[src/rtl/idflt_pkg.sv]
`timescale 1ns/1ps
package idflt_pkg;
   localparam logic [2:0] OFS_TAG_LO  = 3'd0;
   localparam logic [2:0] OFS_TAG_HI  = 3'd1;
   localparam logic [2:0] OFS_MSK_LO  = 3'd2;
   localparam logic [2:0] OFS_MSK_HI  = 3'd3;
   localparam logic [2:0] OFS_PTR     = 3'd4;
   localparam logic [2:0] OFS_CTL     = 3'd5;
   localparam logic [2:0] OFS_STAT    = 3'd6;
   localparam logic [2:0] OFS_LINK    = 3'd7;
   localparam int         CTL_EN_BIT  = 7;
endpackage

[src/rtl/idflt_chan.sv]
`timescale 1ns/1ps
module idflt_chan
   import idflt_pkg::*;
#(
   parameter int ID_W   = 12,
   parameter int PTR_W  = 7,
   parameter int LEN_W  = 5,
   parameter int LINK_W = 4
)(
   input  logic              clk,
   input  logic              wr,
   input  logic [2:0]        ofs,
   input  logic [7:0]        wdata,
   input  logic              hw_set,
   output logic [ID_W-1:0]   tag,
   output logic [ID_W-1:0]   mask,
   output logic [PTR_W-1:0]  ptr,
   output logic              en,
   output logic [LEN_W-1:0]  rsv,
   output logic              rxf,
   output logic [LINK_W-1:0] link,
   output logic [7:0]        rdata
);
   // channel storage is deliberately not reset
   always_ff @(posedge clk) begin
      if (wr) begin
         case (ofs)
            OFS_TAG_LO: tag[7:0]       <= wdata;
            OFS_TAG_HI: tag[ID_W-1:8]  <= wdata[ID_W-9:0];
            OFS_MSK_LO: mask[7:0]      <= wdata;
            OFS_MSK_HI: mask[ID_W-1:8] <= wdata[ID_W-9:0];
            OFS_PTR:    ptr            <= wdata[PTR_W-1:0];
            OFS_CTL: begin
               en  <= wdata[CTL_EN_BIT];
               rsv <= wdata[LEN_W-1:0];
            end
            OFS_LINK:   link           <= wdata[LINK_W-1:0];
            default: ;
         endcase
      end
   end

   // received flag: hardware sets, software may only clear
   always_ff @(posedge clk) begin
      if (hw_set)
         rxf <= 1'b1;
      else if (wr && ofs == OFS_STAT && !wdata[0])
         rxf <= 1'b0;
   end

   always_comb begin
      rdata = 8'h00;
      case (ofs)
         OFS_TAG_LO: rdata = tag[7:0];
         OFS_TAG_HI: rdata = 8'(tag >> 8);
         OFS_MSK_LO: rdata = mask[7:0];
         OFS_MSK_HI: rdata = 8'(mask >> 8);
         OFS_PTR:    rdata = 8'(ptr);
         OFS_CTL: begin
            rdata             = 8'(rsv);
            rdata[CTL_EN_BIT] = en;
         end
         OFS_STAT:   rdata = {7'b0, rxf};
         OFS_LINK:   rdata = 8'(link);
         default:    rdata = 8'h00;
      endcase
   end
endmodule

[src/rtl/idflt_match.sv]
`timescale 1ns/1ps
module idflt_match #(
   parameter int N_CH = 14,
   parameter int ID_W = 12,
   localparam int CH_W = (N_CH > 1) ? $clog2(N_CH) : 1
)(
   input  logic [ID_W-1:0] id,
   input  logic [ID_W-1:0] tag  [N_CH],
   input  logic [ID_W-1:0] mask [N_CH],
   input  logic [N_CH-1:0] elig,
   output logic            any,
   output logic [CH_W-1:0] win
);
   logic [N_CH-1:0] cand;

   for (genvar k = 0; k < N_CH; k++) begin : g_cmp
      assign cand[k] = elig[k] && (((id ^ tag[k]) & mask[k]) == '0);
   end

   // lowest index has priority: scan downward so it is written last
   always_comb begin
      win = '0;
      for (int k = N_CH - 1; k >= 0; k--) begin
         if (cand[k]) win = CH_W'(k);
      end
   end

   assign any = |cand;
endmodule

[src/rtl/idflt_len.sv]
`timescale 1ns/1ps
module idflt_len #(
   parameter int LEN_W = 5
)(
   input  logic             clk,
   input  logic             rst_n,
   input  logic             len_done,
   input  logic             armed,
   input  logic [LEN_W-1:0] rcv,
   input  logic [LEN_W-1:0] rsv,
   output logic             len_valid,
   output logic [LEN_W-1:0] len_report,
   output logic [LEN_W-1:0] len_store,
   output logic             crc_keep
);
   logic             go;
   logic [LEN_W:0]   need_crc;
   logic [LEN_W-1:0] fit;

   assign go       = len_done && armed;
   assign need_crc = {1'b0, rcv} + (LEN_W+1)'(2);
   assign fit      = (rsv < rcv) ? rsv : rcv;

   always_ff @(posedge clk or negedge rst_n) begin
      if (!rst_n) begin
         len_valid  <= 1'b0;
         len_report <= '0;
         len_store  <= '0;
         crc_keep   <= 1'b0;
      end else begin
         len_valid  <= go;
         len_report <= go ? rcv : '0;
         len_store  <= go ? fit : '0;
         crc_keep   <= go && ({1'b0, rsv} >= need_crc);
      end
   end
endmodule

[src/rtl/id_filter.sv]
`timescale 1ns/1ps
module id_filter #(
   parameter int N_CH   = 14,
   parameter int ID_W   = 12,
   parameter int PTR_W  = 7,
   parameter int LEN_W  = 5,
   parameter int ADDR_W = 8,
   parameter int BASE   = 'h10,
   localparam int CH_W  = (N_CH > 1) ? $clog2(N_CH) : 1
)(
   input  logic              clk,
   input  logic              rst_n,
   input  logic              reg_wr,
   input  logic [ADDR_W-1:0] reg_addr,
   input  logic [7:0]        reg_wdata,
   output logic [7:0]        reg_rdata,
   input  logic              id_done,
   input  logic [ID_W-1:0]   id_in,
   output logic              hit_valid,
   output logic              hit_none,
   output logic [CH_W-1:0]   hit_chan,
   output logic [PTR_W-1:0]  hit_ptr,
   output logic              hit_badlink,
   input  logic              len_done,
   input  logic [LEN_W-1:0]  len_rcvd,
   output logic              len_valid,
   output logic [LEN_W-1:0]  len_report,
   output logic [LEN_W-1:0]  len_store,
   output logic              crc_keep
);
   localparam int STRIDE = 8;
   localparam int SPAN   = STRIDE * N_CH;
   localparam int SEL_W  = ADDR_W - 3;

   if (N_CH < 1 || N_CH > 16) begin : g_bad_nch
      $error("id_filter: N_CH must be 1..16");
   end
   if (ID_W < 9 || ID_W > 16) begin : g_bad_idw
      $error("id_filter: ID_W must be 9..16");
   end
   if (PTR_W < 1 || PTR_W > 8 || LEN_W < 1 || LEN_W > 7) begin : g_bad_fld
      $error("id_filter: PTR_W or LEN_W out of range");
   end
   if (BASE % STRIDE != 0 || BASE + SPAN > (1 << ADDR_W)) begin : g_bad_map
      $error("id_filter: register window does not fit the address space");
   end

   // ---------------- register file ----------------
   logic [ADDR_W-1:0] off;
   logic              in_win;
   logic [SEL_W-1:0]  sel;

   assign off    = reg_addr - ADDR_W'(BASE);
   assign in_win = (int'(reg_addr) >= BASE) && (int'(off) < SPAN);
   assign sel    = off[ADDR_W-1:3];

   logic [ID_W-1:0]  tag  [N_CH];
   logic [ID_W-1:0]  mask [N_CH];
   logic [PTR_W-1:0] ptr  [N_CH];
   logic [LEN_W-1:0] rsv  [N_CH];
   logic [CH_W-1:0]  link [N_CH];
   logic [7:0]       crd  [N_CH];
   logic [N_CH-1:0]  en, rxf, hw_set, elig;

   logic             any;
   logic [CH_W-1:0]  win;

   for (genvar k = 0; k < N_CH; k++) begin : g_ch
      idflt_chan #(
         .ID_W(ID_W), .PTR_W(PTR_W), .LEN_W(LEN_W), .LINK_W(CH_W)
      ) u_chan (
         .clk   (clk),
         .wr    (reg_wr && in_win && sel == SEL_W'(k)),
         .ofs   (off[2:0]),
         .wdata (reg_wdata),
         .hw_set(hw_set[k]),
         .tag   (tag[k]),
         .mask  (mask[k]),
         .ptr   (ptr[k]),
         .en    (en[k]),
         .rsv   (rsv[k]),
         .rxf   (rxf[k]),
         .link  (link[k]),
         .rdata (crd[k])
      );
      assign elig[k]   = en[k] && !rxf[k];
      assign hw_set[k] = id_done && any && win == CH_W'(k);
   end

   always_comb begin
      reg_rdata = 8'h00;
      for (int k = 0; k < N_CH; k++) begin
         if (in_win && sel == SEL_W'(k)) reg_rdata = crd[k];
      end
   end

   // ---------------- match and link ----------------
   idflt_match #(.N_CH(N_CH), .ID_W(ID_W)) u_match (
      .id  (id_in),
      .tag (tag),
      .mask(mask),
      .elig(elig),
      .any (any),
      .win (win)
   );

   logic [PTR_W-1:0] own_ptr, tgt_ptr, eff_ptr;
   logic [CH_W-1:0]  tgt;
   logic [LEN_W-1:0] win_rsv;
   logic             bad;

   always_comb begin
      own_ptr = '0;
      tgt     = '0;
      win_rsv = '0;
      for (int k = 0; k < N_CH; k++) begin
         if (win == CH_W'(k)) begin
            own_ptr = ptr[k];
            tgt     = link[k];
            win_rsv = rsv[k];
         end
      end
      tgt_ptr = '0;
      for (int k = 0; k < N_CH; k++) begin
         if (tgt == CH_W'(k)) tgt_ptr = ptr[k];
      end
      // one level only: a target that is itself a link is rejected
      if (own_ptr != '0) begin
         eff_ptr = own_ptr;
         bad     = 1'b0;
      end else if (tgt_ptr != '0) begin
         eff_ptr = tgt_ptr;
         bad     = 1'b0;
      end else begin
         eff_ptr = '0;
         bad     = 1'b1;
      end
   end

   // ---------------- result registers ----------------
   logic             armed;
   logic [LEN_W-1:0] rsv_q;

   always_ff @(posedge clk or negedge rst_n) begin
      if (!rst_n) begin
         hit_valid   <= 1'b0;
         hit_none    <= 1'b0;
         hit_chan    <= '0;
         hit_ptr     <= '0;
         hit_badlink <= 1'b0;
         armed       <= 1'b0;
         rsv_q       <= '0;
      end else begin
         hit_valid   <= id_done && any;
         hit_none    <= id_done && !any;
         hit_badlink <= id_done && any && bad;
         if (id_done) begin
            hit_chan <= any ? win : '0;
            hit_ptr  <= any ? eff_ptr : '0;
            armed    <= any;
            rsv_q    <= any ? win_rsv : '0;
         end else if (len_done) begin
            armed    <= 1'b0;
         end
      end
   end

   idflt_len #(.LEN_W(LEN_W)) u_len (
      .clk       (clk),
      .rst_n     (rst_n),
      .len_done  (len_done),
      .armed     (armed),
      .rcv       (len_rcvd),
      .rsv       (rsv_q),
      .len_valid (len_valid),
      .len_report(len_report),
      .len_store (len_store),
      .crc_keep  (crc_keep)
   );
endmodule

[config.mk]
export PLATFORM = sky130hd
export DESIGN_NAME = id_filter
export DESIGN_NICKNAME = d
export VERILOG_FILES = /design/src/rtl/idflt_pkg.sv /design/src/rtl/idflt_chan.sv /design/src/rtl/idflt_match.sv /design/src/rtl/idflt_len.sv /design/src/rtl/id_filter.sv
export SDC_FILE = /design/constraint.sdc
export NUM_CORES = 1
export LEC_CHECK = 0
export BUFFER_PORTS_ARGS = -buffer_cell sky130_fd_sc_hd__buf_2
export CORE_MARGIN = 4
export CORE_UTILIZATION = 30
export CTS_CLUSTER_SIZE = 14
export DETAILED_ROUTE_END_ITERATION = 8
export PLACE_DENSITY = 0.54
export SKIP_CTS_REPAIR_TIMING = 1
export SYNTH_ARGS = -nofsm -noshare
export SYNTH_HDL_FRONTEND = slang
export SYNTH_SLANG_ARGS = --single-unit
[constraint.sdc]
create_clock -name clk -period 5.63 [get_ports clk]
set_clock_uncertainty 0.1 [all_clocks]
set_input_delay 0.2815 -clock clk [delete_from_list [all_inputs] [get_ports clk]]
set_output_delay 0.2815 -clock clk [all_outputs]
set_load 0.01 [all_outputs]
==> run summary <==
Clock power frac: 44.0%
Logic gate share of total power: 10.2%
Post-route cell area: 0.03662 mm^2
Syn_area_per_cell: 11.92 um^2
Switching Share: 25.52%
Crit-path max FO: 9
Unrepaired setup endpoints after global routing: false
Fmax: 0.1844 GHz
Hold/Removal Path Class: primary input to flop
Initial antenna violation count: 6
Final hold violation count: 0
Yosys cell types: 89
Worst Setup Start Kind: flop
CTS Sinks: 620
Ys flop type: edfxtp_1
TNS Setup: 0 ns
Commonest cells after routing, fill and taps aside: edfxtp_1 (574), nor2_1 (245), nand2_1 (210)
Syn Std Cell Area: 0.03080 mm^2
Critical R2R Capture: hit_badlink
Worst-Margin Slew: 1.268 ns
Hold worst-path end: g_ch[0].u_chan.rxf
Synth Net Count: 2634
Iteration-0 DRC count of the detailed router: 4513
Pint: 8295 uW
Fin util: 35.94%
First-pass iteration count of the detailed router: 8
Htree depth: 3
Fin. max-slew vios: 0
IO buf count: 71
Reg clk slew, reported paths: 0.06 ns
Asr flop ratio synth: 5.161%
GPL Wtd Cong: 1.051
Max-Cap Viols: 0
DP HPWL: 111800 um
R2R Setup Slk: 0.21 ns
P_sw: 2842 uW
GRT Total Usage: 27.46%
Area contributors post-synth: edfxtp_1 (56%), xor2_1 (4.7%), mux2i_1 (3.8%), nor2_1 (3.0%), a22oi_1 (2.8%)
YS warnings: 0
Crit Reg-Reg Startpoint: g_ch[6].u_chan.tag[3]
Non-Filler Instances: 4224
Area growth syn-to-layout: 18.90%
Hold_ws: 0.01724 ns
WP data arrival: 5.87 ns
Tcrit/Tclk final: 96.33%
Clock Latency Late Sink: 0.67 ns
Drt wl/cell: 35.97 um
Power density cells: 304.1 mW/mm^2
Remaining DRCs: 0
Slew HR: 14.84%
Commonest non-fill, non-tap cell in the layout: edfxtp_1
Vias: 25690
Vias per inst: 6.081
CP startpoint: g_ch[6].u_chan.tag[3]
Post-route ant nets: 0
#FFs+latches synth: 620
Effective utilization at floorplan: 30.23%
First-pass GRT wire length: 205600 um
Pin count of the biggest net entering global routing: 90
Area after DPL: 0.03408 mm^2
# rows: 117
CTS Buffer Depth: 3
CTS tree: yes
Static leakage: 0.01283 uW
Seq/Total Area, Yosys: 59.48%
Core Area: 0.1019 mm^2
Worst hold start: id_done
Die Y: 328.4 um
IO Pins: 72
Status: finished clean
Worst Setup Path Type: flop to flop
Number of flops mapped to enable cells by yosys: 574
Die ar.: 0.1078 mm^2
Share of cells above drive strength 1: 17.15%
Sequential power share: 45.7%
Worst-case reg-to-reg path depth: 17
Die width: 328.4 um
Root Driver: clkbuf_16
NumNets Final: 2847
Final wirelength: 151900 um
Cell taking the most area after synthesis: edfxtp_1
Inst Count DP: 4082
Vias in the first global route: 24070
Worst IR Drop VDD: 0.1955 mV
Worst Hold Depth: 3
Global route overflow: 0
Num CTS Buffers: 71
Setup violators final: 0
Critical path data required time: 6.08 ns
Crit. End Element: flop
Synth Instances: 2583
Top cell type's share of synthesized area: 55.97%
Tmin final: 5.423 ns
-- worst max path at each step --
| stage | endpoint | slack (ns) | cells after the start |
|---|---|---|---|
| 3_5_place_dp | hit_badlink | 0.05 | 20 |
| 6_report | hit_badlink | 0.21 | 17 |
| 4_1_cts | hit_badlink | 0.20 | 17 |
| 2_1_floorplan | hit_badlink | 0.89 | 19 |
| 5_1_grt | hit_badlink | 0.002 | 17 |
| 3_3_place_gp | hit_badlink | 0.04 | 20 |
-- worst max-delay path, stage by stage, from the launching register on --
cell and delay [ns]:
edfxtp_1 0.46, xor2_1 0.20, a22oi_1 0.21, nand2_1 0.10
or3_1 0.43, a211oi_1 0.51, and2_1 0.23, buf_4 0.22
o21ai_0 0.30, o221ai_1 0.19, a311oi_1 0.11, a2111o_1 0.45
a2111o_1 0.33, or4_4 0.45, nor2_2 0.12, or4b_1 0.45
nand4b_1 0.21, nor4b_2 0.25
-- stage by stage --
step | total power (uW) | setup slack [ns]
after floorplan | 5716 | 0.8853
after detailed placement | 6279 | 0.04705
after global placement | 6286 | 0.03995
final | 11140 | 0.2068
after CTS | 11130 | 0.1960
after global routing | 11410 | 0.002299
-- cell families (layout without fill, tap and decap cells) --
kind of cell	count (synthesis)	after routing	share of synthesized area, %
mux	166	166	5.960
xor+xnor	172	172	4.892
buf+inv	195	464	2.905
fa+ha+maj	13	13	0.5282
compound gates	747	747	16.50
simple gates	670	670	9.738
other cells	0	4	0
flops	620	620	59.48
-- power groups by stage --
stage | logic, uW | registers, uW | clock network [uW]
floorplan | 542 | 5170 | 0
global placement | 1100 | 5190 | 0
detailed placement | 1090 | 5190 | 0
CTS | 1100 | 5090 | 4940
global route | 1180 | 5090 | 5140
finish | 1140 | 5090 | 4900
-- area by class of cell --
cell class	instances	area, um^2
Antenna cell	4	10.01
Clock buffer	84	1919
Clock inverter	45	503.0
Fill cell	10080	65270
Inverter	38	142.6
Multi-Input combinational cell	1768	11650
Sequential cell	620	18320
Tap cell	1368	1712
Timing Repair Buffer	297	2359
-- metal layers --
layer,global-route usage [%],part of all wire (%)
met1,38.76,41
met2,39.30,41
met3,8.792,14
met4,10.09,4.1
met5,0,0.016
-- flip-flops by register name, summed over array words and instances, names as in the netlist, 7 cells and up --
name	count
g_ch.u_chan.rxf	14
g_ch.u_chan.mask	168
g_ch.u_chan.rsv	70
g_ch.u_chan.link	56
g_ch.u_chan.en	14
hit_ptr	7
g_ch.u_chan.ptr	98
g_ch.u_chan.tag	168
-- cells in the mapped netlist, types with 14 or more instances --
master    count
edfxtp_1    574
nor2_1      248
nand2_1     210
xor2_1      167
o21ai_0     165
a21oi_1     143
mux2i_1     117
a22oi_1     114
clkbuf_1     98
nand3_1      53
mux2_2       39
o211ai_1     39
o22ai_1      39
a221oi_1     38
inv_1        38
nor3_1       38
dfrtp_1      32
o221ai_1     29
nand2b_1     26
buf_2        24
nand4_1      19
or3_1        17
a211oi_1     15
a221o_1      15
buf_6        15
a31oi_1      14
buf_1        14
dfxtp_1      14
Note: power is estimated with default switching activity, not from simulation.
